==> src/rtl/pin_lock_pkg.sv <==
package pin_lock_pkg;

  localparam logic [31:0] LK_BASE_OFS = 32'h0000_0500;
  localparam logic [31:0] LK_KEY_OFS  = 32'h0000_0520;
  localparam logic [31:0] LK_FLAG_OFS = 32'h0000_0524;
  localparam logic [31:0] LK_KEY_VAL  = 32'h00A5_A501;
  localparam int          LK_MAX_BANKS = 8;

  typedef enum logic [1:0] {
    RD_ZERO = 2'd0,
    RD_WORD = 2'd1,
    RD_FLAG = 2'd2
  } rd_kind_e;

  // Byte offset of the lock word for bank idx.
  function automatic logic [31:0] word_offset(input int idx);
    return LK_BASE_OFS + (32'(idx) << 2);
  endfunction

  // True when a written value is the arming key.
  function automatic logic key_ok(input logic [31:0] value);
    return value == LK_KEY_VAL;
  endfunction

endpackage

==> src/rtl/pin_lock_decode.sv <==
module pin_lock_decode
  import pin_lock_pkg::*;
#(
  parameter int NUM_BANKS = 8,
  parameter int ADDR_W    = 12,
  parameter int DATA_W    = 32
) (
  input  logic [ADDR_W-1:0]    addr,
  input  logic [DATA_W-1:0]    wdata,
  input  logic                 wr,
  input  logic                 rd,
  output logic                 key_hit_ok,
  output logic                 any_wr,
  output logic                 flag_clr,
  output logic [NUM_BANKS-1:0] word_wr,
  output logic [NUM_BANKS-1:0] word_rd,
  output rd_kind_e             rd_kind
);

  logic [31:0]          addr32;
  logic [NUM_BANKS-1:0] word_hit;
  logic                 key_hit;
  logic                 flag_hit;

  assign addr32 = 32'(addr);

  for (genvar b = 0; b < NUM_BANKS; b++) begin : g_hit
    assign word_hit[b] = (addr32 == word_offset(b));
  end

  assign key_hit  = (addr32 == LK_KEY_OFS);
  assign flag_hit = (addr32 == LK_FLAG_OFS);

  assign any_wr     = wr;
  assign key_hit_ok = wr && key_hit && key_ok(32'(wdata));
  assign flag_clr   = wr && flag_hit && wdata[0];
  assign word_wr    = wr ? word_hit : '0;
  assign word_rd    = rd ? word_hit : '0;

  always_comb begin
    rd_kind = RD_ZERO;
    if (rd) begin
      if (|word_hit)     rd_kind = RD_WORD;
      else if (flag_hit) rd_kind = RD_FLAG;
    end
  end

endmodule

==> src/rtl/pin_lock_arm.sv <==
module pin_lock_arm (
  input  logic clk,
  input  logic rst_n,
  input  logic any_wr,
  input  logic key_hit_ok,
  input  logic word_req,
  input  logic flag_clr,
  output logic armed,
  output logic flag,
  output logic word_grant,
  output logic flag_set
);

  logic armed_q;
  logic flag_q;

  assign word_grant = word_req && armed_q;
  assign flag_set   = word_req && !armed_q;

  // Any write re-decides the arming: only a correct key leaves it set.
  always_ff @(posedge clk or negedge rst_n) begin
    if (!rst_n)      armed_q <= 1'b0;
    else if (any_wr) armed_q <= key_hit_ok;
  end

  always_ff @(posedge clk or negedge rst_n) begin
    if (!rst_n)        flag_q <= 1'b0;
    else if (flag_set) flag_q <= 1'b1;
    else if (flag_clr) flag_q <= 1'b0;
  end

  assign armed = armed_q;
  assign flag  = flag_q;

endmodule

==> src/rtl/pin_lock_word.sv <==
module pin_lock_word #(
  parameter int WIDTH = 32
) (
  input  logic             clk,
  input  logic             rst_n,
  input  logic             upd,
  input  logic [WIDTH-1:0] din,
  output logic [WIDTH-1:0] q
);

  always_ff @(posedge clk or negedge rst_n) begin
    if (!rst_n)   q <= '1;
    else if (upd) q <= din;
  end

endmodule

==> src/rtl/pin_lock_rdmux.sv <==
module pin_lock_rdmux
  import pin_lock_pkg::*;
#(
  parameter int NUM_BANKS = 8,
  parameter int DATA_W    = 32
) (
  input  rd_kind_e                      rd_kind,
  input  logic [NUM_BANKS-1:0]          word_rd,
  input  logic [NUM_BANKS*DATA_W-1:0]   words,
  input  logic                          flag,
  output logic [DATA_W-1:0]             data
);

  logic [DATA_W-1:0] word_or;

  always_comb begin
    word_or = '0;
    for (int b = 0; b < NUM_BANKS; b++) begin
      if (word_rd[b]) word_or = word_or | words[b*DATA_W +: DATA_W];
    end
  end

  always_comb begin
    unique case (rd_kind)
      RD_WORD: data = word_or;
      RD_FLAG: data = DATA_W'(flag);
      default: data = '0;
    endcase
  end

endmodule

==> src/rtl/pin_lock_guard.sv <==
module pin_lock_guard
  import pin_lock_pkg::*;
#(
  parameter int NUM_BANKS = 8,
  parameter int ADDR_W    = 12,
  parameter int DATA_W    = 32
) (
  input  logic                        clk,
  input  logic                        rst_n,
  input  logic [ADDR_W-1:0]           bus_addr,
  input  logic [DATA_W-1:0]           bus_wdata,
  input  logic                        bus_wr,
  input  logic                        bus_rd,
  output logic [DATA_W-1:0]           bus_rdata,
  output logic [NUM_BANKS*DATA_W-1:0] pin_lock
);

  localparam int LOCK_W = NUM_BANKS * DATA_W;

  // Named internal events, used by the bound checker.
  logic                 key_hit_ok;
  logic                 any_wr;
  logic                 flag_clr;
  logic [NUM_BANKS-1:0] word_wr;
  logic [NUM_BANKS-1:0] word_rd;
  rd_kind_e             rd_kind;
  logic                 word_req;
  logic                 word_grant;
  logic                 flag_set;
  logic                 armed;
  logic                 flag;
  logic [NUM_BANKS-1:0] lock_upd;
  logic [LOCK_W-1:0]    words;
  logic [DATA_W-1:0]    rd_next;
  logic [DATA_W-1:0]    rdata_q;

  pin_lock_decode #(
    .NUM_BANKS (NUM_BANKS),
    .ADDR_W    (ADDR_W),
    .DATA_W    (DATA_W)
  ) u_decode (
    .addr       (bus_addr),
    .wdata      (bus_wdata),
    .wr         (bus_wr),
    .rd         (bus_rd),
    .key_hit_ok (key_hit_ok),
    .any_wr     (any_wr),
    .flag_clr   (flag_clr),
    .word_wr    (word_wr),
    .word_rd    (word_rd),
    .rd_kind    (rd_kind)
  );

  assign word_req = |word_wr;

  pin_lock_arm u_arm (
    .clk        (clk),
    .rst_n      (rst_n),
    .any_wr     (any_wr),
    .key_hit_ok (key_hit_ok),
    .word_req   (word_req),
    .flag_clr   (flag_clr),
    .armed      (armed),
    .flag       (flag),
    .word_grant (word_grant),
    .flag_set   (flag_set)
  );

  assign lock_upd = word_wr & {NUM_BANKS{word_grant}};

  for (genvar b = 0; b < NUM_BANKS; b++) begin : g_bank
    pin_lock_word #(
      .WIDTH (DATA_W)
    ) u_word (
      .clk   (clk),
      .rst_n (rst_n),
      .upd   (lock_upd[b]),
      .din   (bus_wdata),
      .q     (words[b*DATA_W +: DATA_W])
    );
  end

  pin_lock_rdmux #(
    .NUM_BANKS (NUM_BANKS),
    .DATA_W    (DATA_W)
  ) u_rdmux (
    .rd_kind (rd_kind),
    .word_rd (word_rd),
    .words   (words),
    .flag    (flag),
    .data    (rd_next)
  );

  // Registered read path; zero whenever no read was sampled.
  always_ff @(posedge clk or negedge rst_n) begin
    if (!rst_n) rdata_q <= '0;
    else        rdata_q <= rd_next;
  end

  assign bus_rdata = rdata_q;
  assign pin_lock  = words;

endmodule

==> config.mk <==
export PLATFORM = sky130hd
export DESIGN_NAME = pin_lock_guard
export DESIGN_NICKNAME = d
export VERILOG_FILES = /design/src/rtl/pin_lock_pkg.sv /design/src/rtl/pin_lock_decode.sv /design/src/rtl/pin_lock_arm.sv /design/src/rtl/pin_lock_word.sv /design/src/rtl/pin_lock_rdmux.sv /design/src/rtl/pin_lock_guard.sv
export SDC_FILE = /design/constraint.sdc
export NUM_CORES = 1
export LEC_CHECK = 0
export ABC_CLOCK_PERIOD_IN_PS = 1200
export BUFFER_PORTS_ARGS = -buffer_cell sky130_fd_sc_hd__clkbuf_2
export CORE_ASPECT_RATIO = 0.5
export CORE_MARGIN = 1.5
export CORE_UTILIZATION = 48
export DETAILED_ROUTE_END_ITERATION = 16
export PLACE_DENSITY = 0.83
export SYNTH_ARGS = -nofsm -noshare
export SYNTH_HDL_FRONTEND = slang
export SYNTH_SLANG_ARGS = --single-unit
==> constraint.sdc <==
create_clock -name clk -period 1.2 [get_ports clk]
set_input_delay 0 -clock clk [delete_from_list [all_inputs] [get_ports clk]]
set_output_delay 0 -clock clk [all_outputs]
set_load 0.01 [all_outputs]
After elaboration in Yosys (flattened, before gate mapping) --
Cells that the tools add are included.
Cells by class: shifts and indexed selects 0, muxes and demuxes 16, bitwise logic cells 8, div/mod/pow operators 0, add/sub/neg operators 0, reductions and logical operators 10, equality and inequality tests 13, magnitude comparators 0, multipliers 0
Operator list (count):
- $mux W32 | 8
- $or A32 B32 Y32 | 7
- $eq A12 B11 Y1 const B | 10
- $pmux W32 S2 | 1
- $eq A32 B24 Y1 const B | 1
- $mux W8 | 2
- $reduce_or A8 Y1 | 2
- $and A8 B8 Y8 | 1
- $logic_and A1 B1 Y1 | 6
- $mux W2 | 3
- $eq A2 B1 Y1 const B | 1
- $eq A2 B2 Y1 const B | 1
- $mux W1 | 2
- $reduce_bool A2 Y1 | 1
- $logic_not A1 Y1 | 1
Storage, ports and cells: memory bits (read-only) 0, RAM bits 0, flip-flop bits (word level) 290, bits in latches 0, memories 0

Logic depth before layout (Yosys ltp) --
Gate-level depths: netlist of the first run.
depth in word-level cells 18, depth in mapped cells 8, gate-level depth less buffers 4

Hierarchy --
From an unflattened synthesis of the first run, not the netlist that was laid out.
Unflattened totals: cells, all modules 840, area, all modules 13855.8 um^2
By module, submodules not included:
- pin_lock_word | times used 8, cells an instance 68, area each 1385.1 um^2
- pin_lock_rdmux | times used 1, cells an instance 195, area each 1463.9 um^2
- pin_lock_guard | times used 1, cells an instance 43, area each 868.3 um^2
- pin_lock_decode | times used 1, cells an instance 51, area each 351.6 um^2
- pin_lock_arm | times used 1, cells an instance 7, area each 91.3 um^2

Worst setup path after synthesis of the first run --
Ideal clock, no wire load.
path type input to register, from input port bus_addr[1], to register g_bank[4].u_word.q[21], slack -348 ps, arrival time 1466 ps, cell stages on the path 8, setup time 82 ps, buffers on the path 4, cells stage by stage or2_0 clkbuf_1 nor3b_2 buf_4 and4_1 buf_4 buf_6 mux2_2
On the way: cells in the longest elaborated chain, start to end 5, elaborated cells between the ends (all ways) 12, those cells by class 8 x eq/ne; 1 x mux; 1 x bitwise; 2 x reduce/logical
Ends and longest elaborated chain:
- start: declaration | line pin_lock_guard.sv:10 | input logic [ADDR_W-1:0] bus_addr,
- $eq A12 B11 Y1 | line pin_lock_decode.sv:28 | assign word_hit[b] = (addr32 == word_offset(b));
- $mux W8 * | line pin_lock_decode.sv:37 | assign word_wr = wr ? word_hit : '0;
- $reduce_or A8 Y1 | line pin_lock_guard.sv:54 | assign word_req = |word_wr;
- $logic_and A1 B1 Y1 | line pin_lock_arm.sv:17 | assign word_grant = word_req && armed_q;
- $and A8 B8 Y8 * | line pin_lock_guard.sv:69 | assign lock_upd = word_wr & {NUM_BANKS{word_grant}};
- end signal: assignment | line pin_lock_word.sv:13 | else if (upd) q <= din;
- end: declaration | line pin_lock_word.sv:8 | output logic [WIDTH-1:0] q
Every way passes the cells marked *; elsewhere a longest branch is shown, timed or not. A chain may end at the register's enable or synchronous reset.

Worst setup path in the final report of the first run --
from input port bus_addr[1], to register g_bank[4].u_word.q[18]
The elaborated chain is that of the path after synthesis.

==> impl_metrics.tcl, run 1 <==
set metrics [dict create \
    skew_ps 17.8 \
    status "complete, but fails checks" \
    maxCapViolations 0 \
    clk_latency_ps 570 \
    cts_root_buffer "clkbuf_16" \
    synth_area_sq_mm 0.0133 \
    final_cells 1904 \
    fin_area_sq_mm 0.0220 \
    cp_data_arrival_time_ps 2320 \
    crit_fanout 9 \
    dp.cells 1707 \
    violations "hold timing, setup timing" \
    die_x_um 238 \
    r2r_cells 4 \
    cts_tree "done" \
    rrSetupSlack_ps -450 \
    crit_end "g_bank[4].u_word.q[18]$_DFFE_PN1P_" \
    drive_above_1_share 0.836 \
    synth_seq_cells 290 \
    tns_ps -155200 \
    synth_fa_ha_area_frac 0 \
    drtAntennaViolNets 0 \
    yosysTopAreaCellShare 0.506 \
    coreArea_sq_mm 0.0268 \
    grt_usage 0.327 \
    synth_ff_type "dfstp_2" \
    cpPeakStageDelay_ps 660 \
    crit_family "simple AND/OR/NAND/NOR gates" \
    vias_per_cell 6.60 \
    synthesis.nets 934 \
    synth_edf_count 0 \
    n_fill_cell 1066 \
    num_rows 42 \
    endpoint_kind "register" \
    worst_ir_drop_vdd_mv 1.06 \
    hold_viol_final 1 \
    drt-total-wl_um 65500 \
    synth_cells 886 \
    rsz0062_at_grt "true" \
    grt_remaining_overflow 0 \
    fin_ws_ps -636 \
    synth_top_area_cell "dfstp_2" \
    ys_warn_count 0 \
    period_share 1.53 \
    worst_r2r_startpoint "g_bank[5].u_word.q[17]$_DFFE_PN1P_" \
    place.gp.congestion 0.916 \
    initial_utilization 0.496 \
    yosysSeqAreaShare 0.570 \
    routed-via-count 12600 \
    finalCriticalPeriod_ps 1840 \
    synth_async_sr_flop_share 1.00 \
    place_area_sq_mm 0.0173 \
    synthSimpleGateAreaFrac 0.0460 \
    grt_pass1_vias 11300 \
    grt_start_max_net_pins 73 \
    synth_most_common_cell "dfstp_2" \
    setup_viol 543 \
    crit_chain "clkbuf_2 -> or2_0 -> nor3b_2 -> buf_4 -> and4_4 -> buf_12 -> clkbuf_16 -> mux2_4" \
    synth.area.mux_share 0.295 \
    pin_count 336 \
    dr.pass1.iters 6 \
    worst_pin_slew_ps 1040 \
    synthXorXnorAreaFrac 0 \
    wire_per_inst_um 34.4 \
    ys_top_cells_by_count "dfstp_2 (256), mux2_2 (248), mux2i_1 (46)" \
    cts_sinks 290 \
    cp-start-kind "input pin" \
    max_freq_mhz 545 \
    slew_headroom 0.296 \
    place_hpwl_um 33100 \
    yosys-top-cells-area "dfstp_2 (51%), mux2_2 (21%), dfrtp_1 (6.4%)" \
    ys_types 56 \
    min_path_type "input pin to register" \
    required_ps 1690 \
    dieHeight_um 121 \
    synth_top_family_by_area "multiplexers" \
    path_depth 8 \
    startpoint "bus_addr[1]" \
    die_area_sq_mm 0.0288 \
    path_clk_slew_ps 90 \
    drc_errors 0 \
    port_buffers 335 \
    worstSetupPathType "input pin to register" \
    rr_endpoint "bus_rdata[17]$_DFF_PN0_" \
    synth_area_per_cell_sq_um 15.0 \
    slew_violations 0 \
    holdWs_ps -23.7 \
    synth_compound_area_frac 0.0521 \
    cts_buffers 27 \
    critPathBufInv 4 \
    cts_htree_levels 1 \
    nNetsFinal 1576 \
    grt_pass1_wl_um 70600 \
    dr.first_iter.drc_count 1614 \
    area_growth_pct 65.5 \
    power_density_mw_per_mm2 937 \
    grt_antenna_before_repair 3 \
    leakagePower_uw 0.00992 \
    cts_max_path_buffers 3 \
    critical-path-slowest-cell "nor3b_2" \
]
==> stage by stage <==
stage / worst slack (ps) / utilization / total power (uW) / hold WS, ps
2_1_floorplan: -306 / - / 10300 / -296
3_3_place_gp: -507 / 0.645 / 11100 / -111
3_5_place_dp: -569 / 0.645 / 11100 / -108
4_1_cts: -222 / 0.694 / 20100 / -19.3
5_1_grt: -517 / 0.821 / 20900 / -10.9
6_report: -636 / 0.821 / 20600 / -23.7
==> registers in the layout (all words and copies together), names as in the netlist <==
name and flops:
g_bank.u_word.q 256, bus_rdata 32, u_arm.armed 1, u_arm.flag 1
==> worst min-delay path by stage <==
stage | startpoint | to | depth (start not counted)
2_1_floorplan | rst_n | bus_rdata[0]$_DFF_PN0_ | 0
3_3_place_gp | rst_n | bus_rdata[12]$_DFF_PN0_ | 1
3_5_place_dp | rst_n | bus_rdata[12]$_DFF_PN0_ | 1
4_1_cts | bus_addr[6] | bus_rdata[0]$_DFF_PN0_ | 4
5_1_grt | bus_addr[6] | bus_rdata[0]$_DFF_PN0_ | 4
6_report | bus_addr[7] | bus_rdata[0]$_DFF_PN0_ | 4
==> layer usage <==
layer,part of all wire,track usage
met3,0.12,0.0696
met5,0.00020,0
met1,0.35,0.420
met4,0.085,0.149
met2,0.44,0.536
==> tightest hold or removal path: stages <==
cell       delay, ps
clkbuf_2          90
or3b_4           150
or3_4            180
o2bb2ai_1         80
==> layout by cell type (no fill, tap or decap), types with 32 or more instances in the layout <==
cell and instances:
buf_12 32, mux2_4 172, buf_4 195, dfrtp_1 33
clkbuf_2 72, dfstp_2 256, mux2_2 95, mux2i_1 44
clkbuf_16 38, buf_6 329, dlygate4sd3_1 35
==> report_power, final <==
part           leakage, uW  total (uW)  internal, uW  switching, uW
sequential         0.00311        9820          9820           2.55
clock             0.000459        9420          5170           4240
combinational      0.00635        1380           508            871
==> area by class of cell <==
cell class	count	area, sq um	area share
Antenna cell	3	7.51	0.000341
Clock buffer	37	773	0.0351
Clock inverter	13	146	0.00665
Inverter	2	7.51	0.000341
Multi-Input combinational cell	528	6200	0.282
Sequential cell	290	7580	0.344
Tap cell	352	440	0.0200
Timing Repair Buffer	679	6860	0.312
==> cell families after synthesis <==
kind of cell,count (synthesis)
muxes,338
and+or+nand+nor,97
DFF,290
buffers and inverters,68
AOI/OAI and AO/OA,93
==> what timing repair did <==
action / in CTS / in global routing
hold buffers: 36 / 0
pin swaps: 2 / 17
gates cloned: 0 / 14
endpoints found under the hold margin: 490 / 0
endpoints found under the setup margin: 532 / 540
buffers inserted: 0 / 97
gates resized for setup: 10 / 778
Power figures use the tool's default switching activity.
==> run 2: changes to the inputs <==
- CORE_ASPECT_RATIO: 0.5 -> 0.75
==> run 2 against run 1 <==
The run ends with setup timing left. Register-to-register slack gained 180 ps. Non-clock buffer count rose by 60. Flip-flop and latch count did not move. Critical path type is now register to register. Highest routed layer unchanged.
==> impl_metrics.tcl, run 2 (same netlist as run 1, synthesis figures left out) <==
set metrics [dict create \
    status "complete, but fails checks" \
    violations "setup timing" \
    cts_max_path_buffers 3 \
    drt-total-wl_um 61200 \
    die_x_um 195 \
    clk_latency_ps 550 \
    hold_start "bus_wdata[26]" \
    startpoint "u_arm.armed$_DFFE_PN0P_" \
    power_density_mw_per_mm2 939 \
    grt_pass1_wl_um 72300 \
    coreArea_sq_mm 0.0271 \
    path_depth 4 \
    cts_buffers 29 \
    critical-path-slowest-cell "dfrtp_2" \
    fin_ws_ps -272 \
    routed-via-count 12000 \
    rsz0062_at_grt "true" \
    largest_reg_flops 256 \
    dr.pass1.iters 8 \
    setup_viol 530 \
    grt_remaining_overflow 0 \
    nNetsFinal 1638 \
    grt_antenna_before_repair 1 \
    drc_errors 0 \
    slew_headroom 0.607 \
    worst_r2r_startpoint "u_arm.armed$_DFFE_PN0P_" \
    dieHeight_um 147 \
    min_path_type "input pin to register" \
    drive_above_1_share 0.841 \
    initial_utilization 0.490 \
    cts_htree_levels 1 \
    worst_pin_slew_ps 581 \
    p_total_uw 21500 \
    leakagePower_uw 0.0103 \
    endpoint_kind "register" \
    place.gp.congestion 0.884 \
    crit_family "flip-flops" \
    cts_root_buffer "clkbuf_16" \
    drtAntennaViolNets 0 \
    worst_ir_drop_vdd_mv 0.944 \
    r2r_cells 4 \
    path_clk_slew_ps 70 \
    cts_sinks 290 \
    crit_chain "buf_6 -> and4_2 -> buf_12 -> mux2_4" \
    vias_per_cell 6.10 \
    place_hpwl_um 34200 \
    grt_usage 0.338 \
    slew_violations 0 \
    period_share 1.23 \
    crit_fanout 18 \
    port_buffers 335 \
    final_common_cell "buf_6" \
    finalCriticalPeriod_ps 1470 \
    maxCapViolations 0 \
    holdWs_ps 21.1 \
    cpPeakStageDelay_ps 390 \
    grt_pass1_vias 11200 \
    die_area_sq_mm 0.0287 \
    final_cell_mix "buf_6 (354), dfstp_2 (256), buf_4 (227)" \
    cp_data_arrival_time_ps 1950 \
    required_ps 1680 \
    hold_viol_final 0 \
    dr.first_iter.drc_count 833 \
    num_rows 52 \
    critPathBufInv 2 \
    max_freq_mhz 679 \
    worstSetupPathType "register to register" \
    area_growth_pct 72.0 \
    wire_per_inst_um 31.2 \
    skew_ps 16.7 \
    registers.top_by_ff_count "g_bank.u_word.q" \
    grt_start_max_net_pins 53 \
    pin_count 336 \
    hold_depth 5 \
    cp-start-kind "register" \
    cts_tree "done" \
]
==> run 2: cell count changes in the layout (fill, tap and decap cells not counted), sizes merged <==
cell          delta
clkbuf           -1
dlygate4sd3      +4
inv              -1
diode            -2
buf             +60
clkinvlp         -1
dlymetal6s4s     -1
bufinv           +3
==> run 2: repair_timing <==
item / CTS / global route
buffers inserted: 9 / 110
cloned: 3 / 9
pin swaps: 0 / 27
resized for setup: 49 / 789
hold endpoints to repair: 549 / 0
setup endpoints to repair: 537 / 540
hold buffers: 39 / 0
==> run 2: per-layer routing <==
layer  global-route usage  routed length, um  up-vias
li1                     -                  -     4705
met1                0.461              23100     6146
met2                0.528              28700      898
met3               0.0792               6190      229
met4                0.122               3200        2
met5                    0                 12        -
==> run 2: layout make-up <==
| class | count | area [sq um] |
|---|---|---|
| fillers | 1205 | 4260 |
| clock inverters | 14 | 220 |
| clock buffers | 39 | 813 |
| inverters | 2 | 7.51 |
| well taps | 351 | 439 |
| flip-flops and latches | 290 | 7580 |
| multi-input cells | 528 | 6370 |
| diodes | 1 | 2.50 |
| repair buffers | 739 | 7440 |
==> run 2: final timing paths <==
kind                                                 endpoint  slack, ps
min reg2reg                           bus_rdata[13]$_DFF_PN0_        550
max in group asynchronous             u_arm.armed$_DFFE_PN0P_        140
min                                   u_arm.armed$_DFFE_PN0P_         20
max reg2reg                 g_bank[7].u_word.q[2]$_DFFE_PN1P_       -270
max                         g_bank[7].u_word.q[2]$_DFFE_PN1P_       -270
min in group asynchronous  g_bank[0].u_word.q[17]$_DFFE_PN1P_        180
==> run 2: stage by stage <==
step | setup WS [ps] | util | TNS, ps | instance area, sq um | std cells
floorplan | -306 | - | -76920 | 13800 | 886
global placement | -665 | 0.650 | -181460 | 17600 | 1746
detailed placement | -652 | 0.650 | -162110 | 17600 | 1746
CTS | -232 | 0.714 | -66710 | 19400 | 1850
global route | -296 | 0.843 | -81900 | 22900 | 1963
finish | -272 | 0.843 | -71560 | 22900 | 1964
==> run 2: tightest hold or removal path, stage by stage <==
cell      delay, ps
clkbuf_2         90
nor4_1           60
buf_4           140
nand4_1         150
o32ai_2         100
==> run 2: where the power goes <==
group,switching (uW),total (uW),internal [uW]
logic,880,1440,563
registers,2.33,9820,9820
clock network,4170,10200,6030
